**src/rtl/mseq_pkg.sv**
```systemverilog
package mseq_pkg;
  localparam int CW_W   = 32;
  localparam int OP_W   = 8;
  localparam int STEP_W = 4;

  localparam int B_PCR = 31;
  localparam int B_PCW = 30;
  localparam int B_PCI = 29;
  localparam int B_MAW = 28;
  localparam int B_IRW = 27;
  localparam int B_MMR = 26;
  localparam int B_MMW = 25;
  localparam int B_ARR = 24;
  localparam int B_ARW = 23;
  localparam int B_BRR = 22;
  localparam int B_BRW = 21;
  localparam int B_ADD = 20;
  localparam int B_SUB = 19;
  localparam int B_OAW = 11;
  localparam int B_JEQ = 7;
  localparam int B_RSC = 1;
  localparam int B_HLT = 0;

  typedef enum logic [2:0] {
    C_NOP, C_HALT, C_JUMP, C_LOAD, C_STORE, C_ALU, C_CMP, C_OUT
  } cls_e;

  typedef struct packed {
    cls_e       cls;
    logic [1:0] deref;  // memory-indirection steps before final
    logic       use_b;
    logic [3:0] idx;    // position within the opcode group
  } dec_t;
endpackage

```
**src/rtl/mseq_decode.sv**
```systemverilog
module mseq_decode
  import mseq_pkg::*;
#(
  parameter int OpW = OP_W
) (
  input  logic [OpW-1:0] opcode_i,
  output dec_t           dec_o
);
  logic [OpW-1:0] off;

  always_comb begin
    dec_o = '{cls: C_NOP, deref: 2'd0, use_b: 1'b0, idx: 4'd0};
    off   = '0;
    if (opcode_i == OpW'(8'h01)) begin
      dec_o.cls = C_HALT;
    end else if (opcode_i >= OpW'(8'h02) && opcode_i <= OpW'(8'h08)) begin
      off       = opcode_i - OpW'(8'h02);
      dec_o.cls = C_JUMP;
      dec_o.idx = off[3:0];
    end else if (opcode_i >= OpW'(8'h09) && opcode_i <= OpW'(8'h0e)) begin
      off         = opcode_i - OpW'(8'h09);
      dec_o.cls   = C_LOAD;
      dec_o.use_b = (off >= OpW'(3));
      dec_o.deref = dec_o.use_b ? 2'(off - OpW'(3)) : off[1:0];
    end else if (opcode_i >= OpW'(8'h0f) && opcode_i <= OpW'(8'h12)) begin
      off         = opcode_i - OpW'(8'h0f);
      dec_o.cls   = C_STORE;
      dec_o.use_b = off[1];
      dec_o.deref = off[0] ? 2'd2 : 2'd1;
    end else if (opcode_i >= OpW'(8'h13) && opcode_i <= OpW'(8'h1b)) begin
      off       = opcode_i - OpW'(8'h13);
      dec_o.cls = C_ALU;
      dec_o.idx = off[3:0];
    end else if (opcode_i == OpW'(8'h1c)) begin
      dec_o.cls = C_CMP;
    end else if (opcode_i >= OpW'(8'h1d) && opcode_i <= OpW'(8'h20)) begin
      off       = opcode_i - OpW'(8'h1d);
      dec_o.cls = C_OUT;
      dec_o.idx = off[3:0];
    end
  end
endmodule

```
**src/rtl/mseq_ucode.sv**
```systemverilog
module mseq_ucode
  import mseq_pkg::*;
#(
  parameter int StepW = STEP_W,
  parameter int CwW   = CW_W
) (
  input  dec_t             dec_i,
  input  logic [StepW-1:0] step_i,
  output logic [CwW-1:0]   cw_o
);
  localparam int DataLast = 2;  // first execute step

  int e;
  int last;

  always_comb begin
    cw_o = '0;
    e    = int'(step_i) - DataLast;
    last = int'(dec_i.deref) + 1;
    if (step_i == StepW'(0)) begin
      cw_o[B_PCR] = 1'b1;
      cw_o[B_MAW] = 1'b1;
    end else if (step_i == StepW'(1)) begin
      cw_o[B_MMR] = 1'b1;
      cw_o[B_IRW] = 1'b1;
      cw_o[B_PCI] = 1'b1;
    end else begin
      unique case (dec_i.cls)
        C_HALT: begin
          if (e == 0) cw_o[B_HLT] = 1'b1;
          else        cw_o[B_RSC] = 1'b1;
        end
        C_JUMP: begin
          if (e == 0) begin
            cw_o[B_PCR] = 1'b1; cw_o[B_MAW] = 1'b1; cw_o[B_PCI] = 1'b1;
          end else begin
            cw_o[B_RSC] = 1'b1;
            if (e == 1) begin
              cw_o[B_MMR] = 1'b1; cw_o[B_PCW] = 1'b1;
              if (dec_i.idx != 4'd0) cw_o[B_JEQ + 1 - int'(dec_i.idx)] = 1'b1;
            end
          end
        end
        C_LOAD, C_STORE: begin
          if (e == 0) begin
            cw_o[B_PCR] = 1'b1; cw_o[B_MAW] = 1'b1; cw_o[B_PCI] = 1'b1;
          end else if (e < last) begin
            cw_o[B_MMR] = 1'b1; cw_o[B_MAW] = 1'b1;
          end else begin
            cw_o[B_RSC] = 1'b1;
            if (e == last) begin
              if (dec_i.cls == C_LOAD) begin
                cw_o[B_MMR] = 1'b1;
                if (dec_i.use_b) cw_o[B_BRW] = 1'b1;
                else             cw_o[B_ARW] = 1'b1;
              end else begin
                cw_o[B_MMW] = 1'b1;
                if (dec_i.use_b) cw_o[B_BRR] = 1'b1;
                else             cw_o[B_ARR] = 1'b1;
              end
            end
          end
        end
        C_ALU: begin
          cw_o[B_RSC] = 1'b1;
          if (e == 0) begin
            cw_o[B_ADD - int'(dec_i.idx)] = 1'b1;
            cw_o[B_ARW] = 1'b1;
          end
        end
        C_CMP: begin
          cw_o[B_RSC] = 1'b1;
          if (e == 0) cw_o[B_SUB] = 1'b1;
        end
        C_OUT: begin
          cw_o[B_RSC] = 1'b1;
          if (e == 0) begin
            cw_o[B_ARR] = 1'b1;
            cw_o[B_OAW - int'(dec_i.idx)] = 1'b1;
          end
        end
        default: cw_o[B_RSC] = 1'b1;
      endcase
    end
  end
endmodule

```
**src/rtl/mseq_step_ctr.sv**
```systemverilog
module mseq_step_ctr #(
  parameter int StepW = 4
) (
  input  logic             clk_i,
  input  logic             rst_ni,
  input  logic             clr_i,
  input  logic             hlt_i,
  output logic [StepW-1:0] step_o,
  output logic             halt_o
);
  always_ff @(posedge clk_i or negedge rst_ni) begin
    if (!rst_ni) begin
      step_o <= '0;
      halt_o <= 1'b0;
    end else if (!halt_o) begin
      if (hlt_i)      halt_o <= 1'b1;
      else if (clr_i) step_o <= '0;
      else            step_o <= step_o + StepW'(1);
    end
  end
endmodule

```
**src/rtl/mcode_seq.sv**
```systemverilog
module mcode_seq
  import mseq_pkg::*;
(
  input  logic              clk_i,
  input  logic              rst_ni,
  input  logic [OP_W-1:0]   opcode_i,
  output logic [CW_W-1:0]   ctrl_o,
  output logic [STEP_W-1:0] step_o,
  output logic              halt_o
);
  dec_t            dec;
  logic [CW_W-1:0] raw_cw;

  mseq_decode #(.OpW(OP_W)) u_dec (
    .opcode_i (opcode_i),
    .dec_o    (dec)
  );

  mseq_ucode #(.StepW(STEP_W), .CwW(CW_W)) u_ucode (
    .dec_i  (dec),
    .step_i (step_o),
    .cw_o   (raw_cw)
  );

  mseq_step_ctr #(.StepW(STEP_W)) u_step (
    .clk_i  (clk_i),
    .rst_ni (rst_ni),
    .clr_i  (raw_cw[B_RSC]),
    .hlt_i  (raw_cw[B_HLT]),
    .step_o (step_o),
    .halt_o (halt_o)
  );

  assign ctrl_o = halt_o ? '0 : raw_cw;
endmodule

```
**config.mk**
```make
export PLATFORM = sky130hd
export DESIGN_NAME = mcode_seq
export DESIGN_NICKNAME = d
export VERILOG_FILES = /design/src/rtl/mseq_pkg.sv /design/src/rtl/mseq_decode.sv /design/src/rtl/mseq_ucode.sv /design/src/rtl/mseq_step_ctr.sv /design/src/rtl/mcode_seq.sv
export SDC_FILE = /design/constraint.sdc
export NUM_CORES = 1
export LEC_CHECK = 0
export CAP_MARGIN = 10
export CORE_MARGIN = 2
export CORE_UTILIZATION = 35
export DETAILED_ROUTE_END_ITERATION = 8
export GPL_TIMING_DRIVEN = 0
export HOLD_SLACK_MARGIN = 0.15
export PLACE_DENSITY = 0.62
export SKIP_CTS_REPAIR_TIMING = 1
export SYNTH_ARGS = -nofsm -noshare
export SYNTH_HDL_FRONTEND = slang
export SYNTH_HIERARCHICAL = 1
export SYNTH_SLANG_ARGS = --single-unit
```
**constraint.sdc**
```tcl
create_clock -name clk_i -period 11.2 [get_ports clk_i]
set_clock_uncertainty 0.1 [all_clocks]
set_input_delay 1.12 -clock clk_i [delete_from_list [all_inputs] [get_ports clk_i]]
set_output_delay 1.12 -clock clk_i [all_outputs]
set_load 0.02 [all_outputs]
```
==> impl_results.md, run 1 <==
* Status: complete, no violations
* Proportion of synthesized area in mux cells at 0.0209
* Adder-cell share of the synthesized area at 0.123
* Cell Int Power at approximately 170 µW
* Die Y-Extent at 87.7 µm
* Syn nets at ~390
* Synthesis Warnings at 6
* Seq cells post-synth at 5
* Total CTS buffers at 3
* Synthesized area at 0.00245 mm²
* Fmax at 0.132 GHz
* Area contributors post-synth: ha_1 12%, nor2b_1 10%, dfrtp_1 5.1%, nand2_1 4.9%, o22ai_1 3.6%
* CTS tree: done
* Setup repair after global routing missed its margin: false
* Most instantiated library cell after synthesis: nor2b_1
* Via count at 2795
* WL per Instance at 15.1 µm
* H-tree Lvls at 1
* Post-Route WL at 7530 µm
* RR Endpoint: u_step/step_o[3]$_DFFE_PN0P_
* Final HPWL DP at 5940 µm
* Drt drc at 0
* Primary FF master, synth: dfrtp_1
* Largest family of logic cells by synthesized area: simple AND/OR/NAND/NOR gates
* Worst hold start: u_step/step_o[0]$_DFFE_PN0P_
* Critical path class: input port to primary output
* Synth-to-Final Area Change at 24.7%
* Area of the die at 0.00769 mm²
* Pwr/cell area at 120 mW/mm²
* Slew headroom at 0.432
* Initial Util at 0.361
* Worst vdd ir at 0.134 mV
* Nets at 437
* Largest net degree at the start of global routing at 11
* Final hold violations at 0
* Fraction of layout cells with a size suffix above 1 at 0.0920
* # Max-Cap Violations at 0
* Initial antenna violation count at 0
* Worst EP arrival at 6.33 ns
* Syn avg cell area at 6.92 µm²
* Most frequent cells after synthesis: 41 x nor2b_1, 32 x nand2_1, 24 x ha_1, 21 x nor2_1, 18 x inv_1
* Post-synthesis compound-gate area fraction at 0.257
* R2r setup slk at 7.95 ns
* Clk buf depth at 2
* Netlist cell types at 67
* Switch share at 0.523
* Worst Path Max Fanout at 10
* Clock share of power at 0.091
* Min-Delay Path Class: flop to flop
* Number of diodes at 0
* Core area at a little under 0.007 mm²
* XOR/XNOR Fraction of Synth Area at 0.0214
* Leak pwr at approximately 1.2 nW
* Worst-Margin Slew at ~0.85 ns
* Initial DRC count at 122
* Synth Instances at 354
* Largest area contributor in the netlist: ha_1
* Dpl ws at 3.74 ns
* Detail Route Antenna Nets at 0
* Vias per cell at 5.61
* I/O pins at 47
* Post-synth top area share at 0.123
* Die X-Extent at 87.7 µm
* WHS Path Cells at 1
* CP endpoint kind: primary output
* Total Neg Setup Slack at 0 ns
* Slew Limit Fails at 0
* WHS at 0.528 ns
* First-pass GRT wire length at 12900 µm
* EDFF count, synth at 0
* Logic pwr share at 0.785
* Total grt overflow at 0
* Vias in the first global route at ~2600
* Total GRT Usage at 0.202
* Std-Cell Rows at 30
* Period Utilization, post-route at 0.674
* Final Setup Violations at 0
* Clock Pin Slew Worst Setup and Hold Paths at 0.03 ns
* Clock insertion delay at the later pin of the skew report at around 0.22 ns
* Crit path required time at 9.98 ns
* R2R depth at 11
* IO Port Bufs at 44
* Sequential cell area fraction in the yosys report at 0.0510
* R2R Path Start: u_step/step_o[1]$_DFFE_PN0P_
* Initial DRT Pass Iterations at 5
* Crit start category: input port
* FFs w/ async S/R, synth at 1.00
* Register share of total power at 0.125
* WHS Endpoint: u_step/step_o[0]$_DFFE_PN0P_
* Post-synthesis simple-gate area fraction at 0.441
* Fin crit period at 7.55 ns
* # clock sinks at 5
* Clk root buf: clkbuf_8
* PnR worst setup slack at between 3 and 4 ns
* GPL Wtd Cong at 0.955
* NetSw at 191 µW
## how the worst max path moves through the flow
stage / from / end / slack [ns] / cells after the start
floorplan: opcode_i[2] / ctrl_o[0] / 5.51 / 17
global placement: opcode_i[0] / ctrl_o[28] / 3.78 / 19
detailed placement: opcode_i[0] / ctrl_o[26] / 3.74 / 19
CTS: opcode_i[0] / ctrl_o[26] / 3.71 / 19
global route: opcode_i[1] / ctrl_o[28] / 3.31 / 20
finish: opcode_i[1] / ctrl_o[28] / 3.65 / 20
## registers in the layout, indices dropped and copies added, names as in the netlist
register	cells
u_step/step_o	4
u_step/halt_o	1
## metal layers
layer  GRT usage  wire [µm]  up-vias
met4      0.0406        135        0
met1       0.288       3590     1275
li1            -          -     1390
met3      0.0179        384       14
met5           0          0        -
met2       0.332       3420      116
## placed cells by master (no fill, tap or decap), drive strengths merged, types with 4 or more instances in the layout
master,synthesis,layout
a21oi,17,17
dfrtp,5,5
buf,14,14
clkbuf,9,13
and3,4,4
xnor2,4,4
or3,13,13
a21o,5,5
nor3,14,14
o31ai,5,5
nand4,5,5
clkdlybuf4s50,0,44
nand3,18,18
mux2i,4,4
nor4,8,8
nor2b,41,41
nand2b,6,6
nor2,22,22
o22ai,14,14
o221ai,4,4
nand2,32,32
o21ai,21,21
inv,19,19
ha,24,24
## area by class of cell
type                       count  area [µm²]
clock buffer                   4        45.0
buffer                        23         139
multi-input combinational    307        2120
sequential                     5         125
fill                         709        3740
timing repair buffer          44         440
tap                           96         120
inverter                      19        71.3
## critical path, cell delays in order
cell and delay [ns]:
clkdlybuf4s50_1 0.63, inv_1 0.23, ha_1 0.24, nand2b_1 0.21, o221ai_1 0.23, a31oi_1 0.16
a21oi_2 0.25, nand2_1 0.09, o31ai_1 0.21, clkbuf_1 0.45, inv_1 0.26, ha_1 0.26
clkbuf_1 0.19, o21ai_0 0.38, o21ai_0 0.15, a21oi_1 0.24, o22ai_1 0.14, a211o_1 0.23
nor2b_1 0.12, clkdlybuf4s50_1 0.53
## logic make-up after synthesis
kind of cell               Yosys count
AOI/OAI and AO/OA                   94
xor gates and xnor gates             6
adders and majority gates           24
buffers and inverters               42
DFF                                  5
muxes                                5
and+or+nand+nor                    178
## power groups by stage
stage,clock network [mW],registers (mW),logic (mW)
3_5_place_dp,0,0.0463,0.288
3_3_place_gp,0,0.0457,0.284
5_1_grt,0.0361,0.0485,0.320
6_report,0.0331,0.0457,0.287
4_1_cts,0.0342,0.0461,0.288
2_1_floorplan,0,0.0503,0.188
## through the flow
step                       util  cells  instance area (µm²)  power (mW)
after floorplan               -    354                 2450       0.238
after global placement    0.443    494                 3010       0.330
after detailed placement  0.443    494                 3010       0.334
after CTS                 0.450    498                 3060       0.369
after global routing      0.450    498                 3060       0.404
final                     0.450    498                 3060       0.366
Note: power is estimated with default switching activity, not from simulation.
==> inputs of run 2 (changes only) <==
--- a/config.mk
+++ b/config.mk
@@ -11,7 +11,7 @@
 export DETAILED_ROUTE_END_ITERATION = 8
 export GPL_TIMING_DRIVEN = 0
 export HOLD_SLACK_MARGIN = 0.15
-export PLACE_DENSITY = 0.62
+export PLACE_DENSITY = 0.64
 export SKIP_CTS_REPAIR_TIMING = 1
 export SYNTH_ARGS = -nofsm -noshare
 export SYNTH_HDL_FRONTEND = slang
==> constraint.sdc (replaced) <==
create_clock -name clk_i -period 6.9 [get_ports clk_i]
set_clock_uncertainty 0.1 [all_clocks]
set_input_delay 0.69 -clock clk_i [delete_from_list [all_inputs] [get_ports clk_i]]
set_output_delay 0.69 -clock clk_i [all_outputs]
set_load 0.02 [all_outputs]
==> impl_results.md, run 2 (synthesis gave the netlist of run 1 again) <==
* Logic pwr share at 0.788 (+0.003)
* Die X-Extent at 87.7 µm (unchanged)
* Fraction of layout cells with a size suffix above 1 at 0.0970 (+0.00498)
* Placement Cell Area at 0.00301 mm² (unchanged)
* IO Port Bufs at 44 (unchanged)
* Vias in the first global route at 2597 (-1.6%)
* Worst hold start: u_step/step_o[0]$_DFFE_PN0P_
* Clock share of power at 0.091 (about the same)
* CP endpoint kind: primary output
* Crit path required time at 6.11 ns (-3.87 ns)
* Top Registers: u_step/step_o x4, u_step/halt_o x1
* Final HPWL DP at 5970 µm (+0.52%)
* Pwr/cell area at 196 mW/mm² (+64%)
* Slew Limit Fails at 0 (unchanged)
* WHS Path Cells at 1 (unchanged)
* R2R Path Start: u_step/step_o[1]$_DFFE_PN0P_
* R2R depth at 11 (unchanged)
* # Max-Cap Violations at 0 (unchanged)
* Cell Int Power at 284 µW (+63%)
* WHS Endpoint: u_step/step_o[0]$_DFFE_PN0P_
* Switch share at 0.528 (+0.00464)
* Via count at 2839 (+1.6%)
* Worst-Margin Slew at 0.894 ns (+0.0484 ns)
* Core area at 0.00679 mm² (unchanged)
* GRT met3 Usage at 0.0207 (+0.00283)
* Initial antenna violation count at 0 (unchanged)
* Initial DRC count at 171 (+40%)
* Met1 usage at 0.287 (-0.000799)
* CP Cell Sequence: clkdlybuf4s50_1, ha_1, or3_4, nand4b_4, mux2i_1, and3_1, o21ai_1, o311ai_1, buf_1, inv_2, ha_1, clkbuf_1, nor2_1, nor3_1, o21ai_0, o31a_1, o22ai_1, nor2b_1, clkdlybuf4s50_1
* R2r setup slk at 3.64 ns (-4.31 ns)
* Setup repair after global routing missed its margin: false
* Most frequent cells in the layout: 44 x clkdlybuf4s50_1, 41 x nor2b_1, 32 x nand2_1, 24 x ha_1, 21 x nor2_1
* CP top delay family: buffers and inverters
* NetSw at 317 µW (+66%)
* Drt drc at 0 (unchanged)
* Vias per cell at 5.70 (+1.6%)
* Fmax at 0.154 GHz
* Total Neg Setup Slack at 0 ns (unchanged)
* Fin crit period at between 6 and 7 ns
* Fin area at 0.00306 mm² (about the same)
* Clock insertion delay at the later pin of the skew report at 0.22 ns (about the same)
* # clock sinks at 5 (unchanged)
* Total grt overflow at 0 (unchanged)
* Post-Route WL at 7590 µm (+0.78%)
* WP buf/inv at 5 (-1)
* CTS tree: done
* Nets at 437 (unchanged)
* Std-Cell Rows at 30 (unchanged)
* Detail Route Antenna Nets at 0 (unchanged)
* WHS at 0.534 ns (+0.00646 ns)
* GPL Wtd Cong at 0.943 (-1.3%)
* Largest register FFs at 4 (unchanged)
* Clk buf depth at 2 (unchanged)
* Slowest-stage cell, CP: clkdlybuf4s50_1
* Top reg by flops: u_step/step_o
* Slew headroom at 0.400 (-0.0325)
* Clock Pin Slew Worst Setup and Hold Paths at 0.03 ns (about the same)
* Synth-to-Final Area Change at 24.8% (about the same)
* Total CTS buffers at 3 (unchanged)
* Total GRT Usage at 0.197 (-0.00496)
* Worst Path Max Fanout at 10 (unchanged)
* Initial Util at 0.361 (unchanged)
* Number of diodes at 0 (unchanged)
* Register share of total power at 0.121 (-0.004)
* Commonest non-fill, non-tap cell in the layout: clkdlybuf4s50_1
* I/O pins at 47 (unchanged)
* Status: complete, no violations
* Clk root buf: clkbuf_8
* Final hold violations at 0 (unchanged)
* Max stage delay on crit path at 0.62 ns (about the same)
* Area of the die at 0.00769 mm² (unchanged)
* Crit start category: input port
* RR Endpoint: u_step/step_o[3]$_DFFE_PN0P_
* H-tree Lvls at 1 (unchanged)
* Critical path class: input port to primary output
* Initial DRT Pass Iterations at 5 (unchanged)
* Die Y-Extent at 87.7 µm (unchanged)
* Worst EP arrival at 5.70 ns (-0.63 ns)
* Final Setup Violations at 0 (unchanged)
* Largest net degree at the start of global routing at 11 (unchanged)
* Min-Delay Path Class: flop to flop
* Leak pwr at 1.16 nW (+0.32%)
* WL per Instance at 15.2 µm (+0.78%)
* GRT Max-Usage Layer: met2
* Period Utilization, post-route at 0.941
* Grt met2 use at 0.310 (-0.0220)
* Worst vdd ir at 0.155 mV (+16%)
* First-pass GRT wire length at 12600 µm (-2.4%)
[run 2: cell count changes in the layout (fill, tap and decap cells not counted)]
cell / before / now
buf_1: 0 / 1
inv_2: 1 / 2
clkbuf_2: 0 / 1
inv_1: 18 / 17
clkbuf_1: 10 / 8
o21ai_0: 17 / 16
o21ai_1: 3 / 4
[run 2: cell type report]
| type | count | area, µm² |
|---|---|---|
| tap | 96 | 120 |
| clock buffer | 4 | 45.0 |
| sequential | 5 | 125 |
| fill | 712 | 3740 |
| buffer | 23 | 140 |
| timing repair buffer | 44 | 440 |
| multi-input combinational | 307 | 2120 |
| inverter | 19 | 71.3 |
[run 2: power groups by stage]
stage	sequential (mW)	clock (mW)	combinational [mW]
final	0.0729	0.0545	0.473
after global placement	0.0724	0	0.460
after floorplan	0.0817	0	0.305
after global routing	0.0775	0.0597	0.515
after detailed placement	0.0735	0	0.469
after CTS	0.0729	0.0563	0.473
[run 2: metal layers]
layer  share of wire  wire length (µm)  up-vias
met3           0.051               388       14
met1            0.48              3610     1323
met5               0                 0        -
li1                -                 -     1395
met4           0.017               128        0
met2            0.46              3460      107
[run 2: stage by stage]
step / power, mW / worst slack (ns) / utilization / cells
after floorplan: 0.386 / 2.07 / - / 354
after global placement: 0.533 / 0.294 / 0.443 / 494
after detailed placement: 0.542 / 0.305 / 0.443 / 494
after CTS: 0.602 / 0.281 / 0.450 / 498
after global routing: 0.652 / 0.101 / 0.450 / 498
final: 0.601 / 0.409 / 0.450 / 498
[run 2: worst max path at each step]
stage,start,depth (start not counted),end,slack (ns)
after floorplan,opcode_i[2],17,ctrl_o[0],2.07
after global placement,opcode_i[1],20,ctrl_o[28],0.29
after detailed placement,opcode_i[1],20,ctrl_o[28],0.30
after CTS,opcode_i[1],20,ctrl_o[26],0.28
after global routing,opcode_i[0],19,ctrl_o[19],0.10
final,opcode_i[0],19,ctrl_o[19],0.41
